===== src/rtl/leaf_irq_pkg.sv =====
package leaf_irq_pkg;
    localparam int EVT_W   = 3;
    localparam int CRC_BIT = 0;
    localparam int LEN_BIT = 1;
    localparam int ECC_BIT = 2;
    localparam int ID_LSB  = 4;

    localparam int OFS_STAT = 'h0;
    localparam int OFS_IEN  = 'h4;
    localparam int OFS_HEN  = 'h8;

    localparam logic [EVT_W-1:0] IEN_RST = 3'b011;
    localparam logic [EVT_W-1:0] HEN_RST = 3'b100;
endpackage


===== src/rtl/leaf_irq_status.sv =====
module leaf_irq_status
    import leaf_irq_pkg::*;
#(
    parameter int ID_W = 4
) (
    input  logic             clk_i,
    input  logic             rst_ni,
    input  logic [EVT_W-1:0] set_i,
    input  logic [EVT_W-1:0] clr_i,
    input  logic [ID_W-1:0]  id_i,
    input  logic             id_clr_i,
    output logic [EVT_W-1:0] evt_o,
    output logic [ID_W-1:0]  id_o,
    output logic             held_o
);
    typedef struct packed {
        logic [EVT_W-1:0] evt;
        logic [ID_W-1:0]  id;
        logic             held;
    } state_t;

    state_t st_d, st_q;

    always_comb begin
        st_d     = st_q;
        st_d.evt = (st_q.evt & ~clr_i) | set_i;
        if (id_clr_i) begin
            st_d.id   = '0;
            st_d.held = 1'b0;
        end
        if (set_i[ECC_BIT] && (!st_q.held || id_clr_i)) begin
            st_d.id   = id_i;
            st_d.held = 1'b1;
        end
    end

    always_ff @(posedge clk_i or negedge rst_ni) begin
        if (!rst_ni) begin
            st_q <= '0;
        end else begin
            st_q <= st_d;
        end
    end

    assign evt_o  = st_q.evt;
    assign id_o   = st_q.id;
    assign held_o = st_q.held;
endmodule


===== src/rtl/leaf_irq_mask.sv =====
module leaf_irq_mask #(
    parameter int             W   = 3,
    parameter logic [W-1:0]   RST = '0
) (
    input  logic         clk_i,
    input  logic         rst_ni,
    input  logic         we_i,
    input  logic [W-1:0] wdata_i,
    output logic [W-1:0] en_o
);
    typedef struct packed {
        logic [W-1:0] en;
    } mask_t;

    mask_t m_d, m_q;

    always_comb begin
        m_d = m_q;
        if (we_i) begin
            m_d.en = wdata_i;
        end
    end

    always_ff @(posedge clk_i or negedge rst_ni) begin
        if (!rst_ni) begin
            m_q.en <= RST;
        end else begin
            m_q <= m_d;
        end
    end

    assign en_o = m_q.en;
endmodule


===== src/rtl/leaf_irq_reduce.sv =====
module leaf_irq_reduce #(
    parameter int W = 3
) (
    input  logic [W-1:0] src_i,
    input  logic [W-1:0] int_en_i,
    input  logic [W-1:0] halt_en_i,
    output logic         irq_o,
    output logic         halt_o
);
    logic [W-1:0] irq_hit;
    logic [W-1:0] halt_hit;

    for (genvar i = 0; i < W; i++) begin : g_bit
        assign irq_hit[i]  = src_i[i] & int_en_i[i];
        assign halt_hit[i] = src_i[i] & halt_en_i[i];
    end

    assign irq_o  = |irq_hit;
    assign halt_o = |halt_hit;
endmodule


===== src/rtl/leaf_irq_unit.sv =====
module leaf_irq_unit
    import leaf_irq_pkg::*;
#(
    parameter int DATA_W = 32,
    parameter int ADDR_W = 4,
    parameter int ID_W   = 4
) (
    input  logic              clk_i,
    input  logic              rst_ni,
    input  logic              crc_err_i,
    input  logic              len_err_i,
    input  logic              ecc_err_i,
    input  logic [ID_W-1:0]   bus_master_i,
    input  logic              cfg_we_i,
    input  logic [ADDR_W-1:0] cfg_addr_i,
    input  logic [DATA_W-1:0] cfg_wdata_i,
    output logic [DATA_W-1:0] cfg_rdata_o,
    output logic              irq_o,
    output logic              halt_o
);
    localparam logic [ADDR_W-1:0] A_STAT = ADDR_W'(OFS_STAT);
    localparam logic [ADDR_W-1:0] A_IEN  = ADDR_W'(OFS_IEN);
    localparam logic [ADDR_W-1:0] A_HEN  = ADDR_W'(OFS_HEN);

    logic             hit_stat, hit_ien, hit_hen;
    logic [EVT_W-1:0] evt_set, evt_clr;
    logic             id_clr;
    logic [EVT_W-1:0] evt_q;
    logic [ID_W-1:0]  id_q;
    logic             held_q;
    logic [EVT_W-1:0] int_en_q, halt_en_q;

    assign hit_stat = (cfg_addr_i == A_STAT);
    assign hit_ien  = (cfg_addr_i == A_IEN);
    assign hit_hen  = (cfg_addr_i == A_HEN);

    always_comb begin
        evt_set          = '0;
        evt_set[CRC_BIT] = crc_err_i;
        evt_set[LEN_BIT] = len_err_i;
        evt_set[ECC_BIT] = ecc_err_i;
    end

    assign evt_clr = (cfg_we_i && hit_stat) ? cfg_wdata_i[EVT_W-1:0] : '0;
    assign id_clr  = cfg_we_i && hit_stat && (|cfg_wdata_i[ID_LSB +: ID_W]);

    leaf_irq_status #(.ID_W(ID_W)) u_status (
        .clk_i    (clk_i),
        .rst_ni   (rst_ni),
        .set_i    (evt_set),
        .clr_i    (evt_clr),
        .id_i     (bus_master_i),
        .id_clr_i (id_clr),
        .evt_o    (evt_q),
        .id_o     (id_q),
        .held_o   (held_q)
    );

    leaf_irq_mask #(.W(EVT_W), .RST(IEN_RST)) u_int_en (
        .clk_i   (clk_i),
        .rst_ni  (rst_ni),
        .we_i    (cfg_we_i && hit_ien),
        .wdata_i (cfg_wdata_i[EVT_W-1:0]),
        .en_o    (int_en_q)
    );

    leaf_irq_mask #(.W(EVT_W), .RST(HEN_RST)) u_halt_en (
        .clk_i   (clk_i),
        .rst_ni  (rst_ni),
        .we_i    (cfg_we_i && hit_hen),
        .wdata_i (cfg_wdata_i[EVT_W-1:0]),
        .en_o    (halt_en_q)
    );

    leaf_irq_reduce #(.W(EVT_W)) u_reduce (
        .src_i     (evt_q),
        .int_en_i  (int_en_q),
        .halt_en_i (halt_en_q),
        .irq_o     (irq_o),
        .halt_o    (halt_o)
    );

    always_comb begin
        cfg_rdata_o = '0;
        if (hit_stat) begin
            cfg_rdata_o[EVT_W-1:0]     = evt_q;
            cfg_rdata_o[ID_LSB +: ID_W] = id_q;
        end else if (hit_ien) begin
            cfg_rdata_o[EVT_W-1:0] = int_en_q;
        end else if (hit_hen) begin
            cfg_rdata_o[EVT_W-1:0] = halt_en_q;
        end
    end
endmodule


===== config.mk =====
export PLATFORM = sky130hd
export DESIGN_NAME = leaf_irq_unit
export DESIGN_NICKNAME = d
export VERILOG_FILES = /design/src/rtl/leaf_irq_pkg.sv /design/src/rtl/leaf_irq_status.sv /design/src/rtl/leaf_irq_mask.sv /design/src/rtl/leaf_irq_reduce.sv /design/src/rtl/leaf_irq_unit.sv
export SDC_FILE = /design/constraint.sdc
export NUM_CORES = 1
export LEC_CHECK = 0
export BUFFER_PORTS_ARGS = -buffer_cell sky130_fd_sc_hd__buf_4
export CAP_MARGIN = 20
export CORE_ASPECT_RATIO = 0.7
export CORE_MARGIN = 3
export CORE_UTILIZATION = 41
export DETAILED_ROUTE_END_ITERATION = 7
export PLACE_DENSITY_LB_ADDON = 0.15
export SYNTH_ARGS = -nofsm -noshare
export SYNTH_HDL_FRONTEND = slang
export SYNTH_SLANG_ARGS = --single-unit

===== constraint.sdc =====
create_clock -name clk_i -period 1.8 [get_ports clk_i]
set_input_delay 0.09 -clock clk_i [delete_from_list [all_inputs] [get_ports clk_i]]
set_output_delay 0.09 -clock clk_i [all_outputs]
set_load 0.02 [all_outputs]

* Word-level counts from Yosys, hierarchy flattened *
Index checks and enable logic that the tools add are counted.

operators by class
  add/subtract/negate cells = 0
  $mul = 0
  divide/modulo/power cells = 0
  $lt $le $gt $ge = 0
  equality and inequality tests = 2
  shift operators = 0
  muxes and demuxes = 7
  bitwise gates (word level) = 9
  reduce and logical (&&, ||, !) cells = 12

operators with widths
  operator                                        count
  2-to-1 mux 3 bit                                4
  2-to-1 mux 5 bit                                2
  bitwise AND 1 bit                               6
  OR reduction 3 bit                              2
  logical AND 1 bit                               5
  == test 4 x 3 -> 1 bit (second input constant)  1
  == test 4 bit (second input constant)           1
  zero test 4 bit                                 1
  2-to-1 mux 4 bit                                1
  OR reduction 4 bit                              1
  bitwise AND 3 bit                               1
  NOT 3 bit                                       1
  bitwise OR 3 bit                                1
  nonzero test 2 bit                              1
  zero test 1 bit                                 1
  logical OR 1 bit                                1

storage, ports and cells
  flip-flop bits (word level) = 14
  latch bits = 0
  bits in writable memories = 0
  bits in read-only memories = 0
  input bits = 46
  output and inout port bits = 34
  word-level logic and storage cells = 35
  memories kept = 0

* Longest topological paths before layout *
  depth in word-level cells = 6
  depth in mapped cells = 4
  mapped depth without buffers = 3

* Modules after synthesis *
A second synthesis with hierarchy kept.

second synthesis, totals
  cell total of the unflattened synthesis = 98
  area total of the unflattened synthesis = 1,006.0 µm²

by module, submodules not included
  module                     instances  cells an instance  area an instance (µm²)  seq. area each (µm²)
  leaf_irq_unit              1          53                 427.9                   0.0
  leaf_irq_status            1          29                 329.1                   200.2
  leaf_irq_mask (u_int_en)   1          6                  111.4                   77.6
  leaf_irq_mask (u_halt_en)  1          6                  110.1                   76.3
  leaf_irq_reduce            1          4                  27.5                    0.0

* Worst setup path before layout *
No wires, ideal clock.

  path kind = register to output
  start point = reg u_int_en.m_q, in the netlist u_int_en.en_o[0]
  end point = out cfg_rdata_o[0]
  arrival time = 1.182 ns
  data required time = 1.710 ns
  path slack = 0.528 ns
  stages on the path, launching flop included = 4
  buffers on the path = 0
  cell sequence = dfstp_2 -> mux2i_1 -> or2_2 -> a21oi_1

between the ends
  longest elaborated chain between the ends = 2

RTL lines
  item                    line                 source
  from (decl)             leaf_irq_mask.sv:15  mask_t m_d, m_q;
  from (signal assigned)  leaf_irq_mask.sv:28  m_q <= m_d;
  2-to-1 mux 3 bit        leaf_irq_unit.sv:88  end else if (hit_ien) begin
  2-to-1 mux 3 bit        leaf_irq_unit.sv:85  if (hit_stat) begin
  to (decl)               leaf_irq_unit.sv:17  output logic [DATA_W-1:0] cfg_rdata_o,

No other way between the ends.

* Final worst setup path *
Ends and elaborated chain as after synthesis.

==> metrics.yaml <==
max_stage_delay_ns: 0.56
drtPass1Iterations: 6
yosys-top-cells-area: "dfrtp_1, buf_4, dfstp_2"
p_leak_nw: 0.568
fin_crit_ns: 1.55
start_util_pct: 47.3
post_cts_buffers: 0
routabilityCongestion: 0.792
drc: 0
clock_path_buffers: 2
clock_tree.root_cell: "clkbuf_4"
seq_power_share_pct: 46.0
ant_nets: 0
ys_ff_latch: 14
coreArea_mm2: 0.00202
nNetsFinal: 180
grt_max_degree: 15
worstPathArrival_ns: 1.46
path_clk_slew_ns: 0.08
cts.sinks: 14
path_cells: "mux2i_1, or2_2, a21oi_1, buf_4"
vias: 749
start_kind: "flop"
path_max_fanout: 3
synth_top_area_share_pct: 28.8
antenna_found_initial: 0
p_int_uw: 622
io_pins: 80
cellPowerDensity_mw_per_mm2: 775
routedWlPerCell_um: 12.6
synth.yosys.seq_area_share_pct: 37.1
grt_pass1_vias: 728
end_kind: "output port"
drv_cap: 0
routed_wirelength_mm: 2.05
rows: 13
dpl.hpwl_mm: 1.71
setup_slack_ns: 0.251
n_antenna_cell: 0
skew_ns: 0.00192
io_buffers: 29
setup_violations: 0
synth_cell_types: 24
yosys.area.top_type: "dfrtp_1"
post-route-period-util_pct: 86.1
dieArea_mm2: 0.00295
htreeDepth: 1
cts_made_buffers: 3
synth_cells: 99
finalMaxSlewViolations: 0
synth_area_um2: 955
grtUsageTotal_pct: 14.8
status: "finished, final reports clean"
viasPerCell: 4.60
synthFlopType: "dfrtp_1"
async_flop_share_pct: 100
vdd_drop_max_mv: 0.375
first_iter_violations: 27
area_growth_pct: 22.9
critPathSlowestCell: "dfstp_2"
insertion_delay_ns: 0.28
required_ns: 1.71
final.setup.tns_ns: 0
overflow: 0
layout-drive-gt1-share_pct: 38.3
dp_slack_ns: 0.558
die_y_um: 46.4
rsz0062_at_grt: "no"
synth-edff-count: 0
avgSynthCellArea_um2: 9.64
sw_frac_of_total_pct: 31.7
hold_violations: 0
p_clk_share_pct: 24.8
grt_pass1_wl_mm: 3.22
cts_resized: 0
combPwrFrac_pct: 29.1
p_switching_uw: 288
max_freq_mhz: 645
die_w_um: 63.7
ys_warn_count: 0
crit_type: "flop to output port"
hold_path.class: "input port to flop"
cts_tree: "done"
[state kept, by name (all words and copies together) (netlist names)]
| name | count |
|---|---|
| u_status.id_o | 4 |
| u_status.evt_o | 3 |
| u_status.held_o | 1 |
| u_halt_en.en_o | 3 |
| u_int_en.en_o | 3 |
[through the flow]
step	util (%)	instance area, µm²	total power [mW]	hold slack (ns)	instances
2_1_floorplan	-	1040	0.619	-0.206	123
3_3_place_gp	54.9	1110	0.676	-0.0521	156
3_5_place_dp	54.9	1110	0.684	-0.0510	156
4_1_cts	58.2	1170	0.919	0.0305	163
5_1_grt	58.2	1170	0.964	0.0357	163
6_report	58.2	1170	0.910	0.0484	163
[power groups by stage]
stage,Combinational (mW),Sequential [mW],Clock (mW)
final,0.265,0.419,0.226
after floorplan,0.211,0.408,0
after global routing,0.289,0.425,0.250
after CTS,0.264,0.418,0.237
after detailed placement,0.259,0.425,0
after global placement,0.253,0.423,0
[cell type report]
cell class                      instances  area, µm²
Sequential cell                        14        354
Tap cell                               30       37.5
Inverter                                3       11.3
Clock buffer                            4       36.3
Multi-Input combinational cell         80        487
Fill cell                             187        843
Timing Repair Buffer                   32        248
[worst max-delay path: cells and delay by family (launching register included)]
family / cells / cell delay (ns)
flip-flops: 1 / 0.56
AND/OR/NAND/NOR: 1 / 0.28
buffers and inverters: 1 / 0.15
AO/OA/AOI/OAI: 1 / 0.12
multiplexers: 1 / 0.07
[per-layer routing]
| layer | vias up | routed length (µm) | part of all wire, % | GRT usage (%) |
|---|---|---|---|---|
| met4 | 0 | 17 | 0.83 | 5.15 |
| li1 | 360 | - | - | - |
| met3 | 2 | 209 | 10 | 5.12 |
| met5 | - | 0 | 0 | 0 |
| met1 | 340 | 920 | 45 | 17.9 |
| met2 | 47 | 904 | 44 | 24.9 |
[kinds of logic (layout without fill, tap and decap cells)]
group | Yosys count | in the layout | share of synthesized area, %
simple gates | 33 | 33 | 20.1
buf+inv | 29 | 39 | 21.4
flops | 14 | 14 | 37.1
compound gates | 13 | 13 | 10.9
mux | 9 | 9 | 10.2
other cells | 1 | 25 | 0.393
[synth_stat cells, types with 2 or more instances]
library cell and n:
a21o_1 3, a21oi_1 3, a222oi_1 2, and2_1 4, and2b_1 2, buf_4 25
dfrtp_1 11, dfstp_2 3, inv_1 3, mux2_2 6, mux2i_1 3, nand2_1 11
nand3_1 5, o22ai_1 4, or2_2 5
[final timing paths]
check	from	end	slack (ns)	depth (start not counted)
worst max-delay path	u_int_en.en_o[0]	cfg_rdata_o[0]	0.25	4
worst min-delay path	ecc_err_i	u_status.evt_o[2]	0.05	2
worst min register to register	u_status.evt_o[2]	u_status.evt_o[2]	0.55	1
worst max register to register	u_status.held_o	u_status.held_o	0.85	3
max in group asynchronous	rst_ni	u_int_en.en_o[0]	1.37	2
min in group asynchronous	rst_ni	u_status.evt_o[1]	0.19	2
[placed cells by master (no fill, tap or decap)]
master and instances:
buf_4 29, conb_1 25, nand2_1 11, dfrtp_1 11, mux2_2 6, or2_2 5, nand3_1 5, and2_1 4
o22ai_1 4, mux2i_1 3, a21oi_1 3, a21o_1 3, inv_1 3, clkbuf_4 3, dlygate4sd3_1 3, dfstp_2 3
and2b_1 2, a222oi_1 2, nor3_1 1, nor3_4 1, or4_4 1, and3_4 1, nand2b_1 1, a31oi_4 1
nor2_1 1, clkbuf_8 1
[what timing repair did]
item | in CTS | in global routing
setup endpoints to repair | 0 | 0
hold buffers | 3 | 0
endpoints found under the hold margin | 16 | 0
No activity file was read; power rests on OpenSTA's default activity.
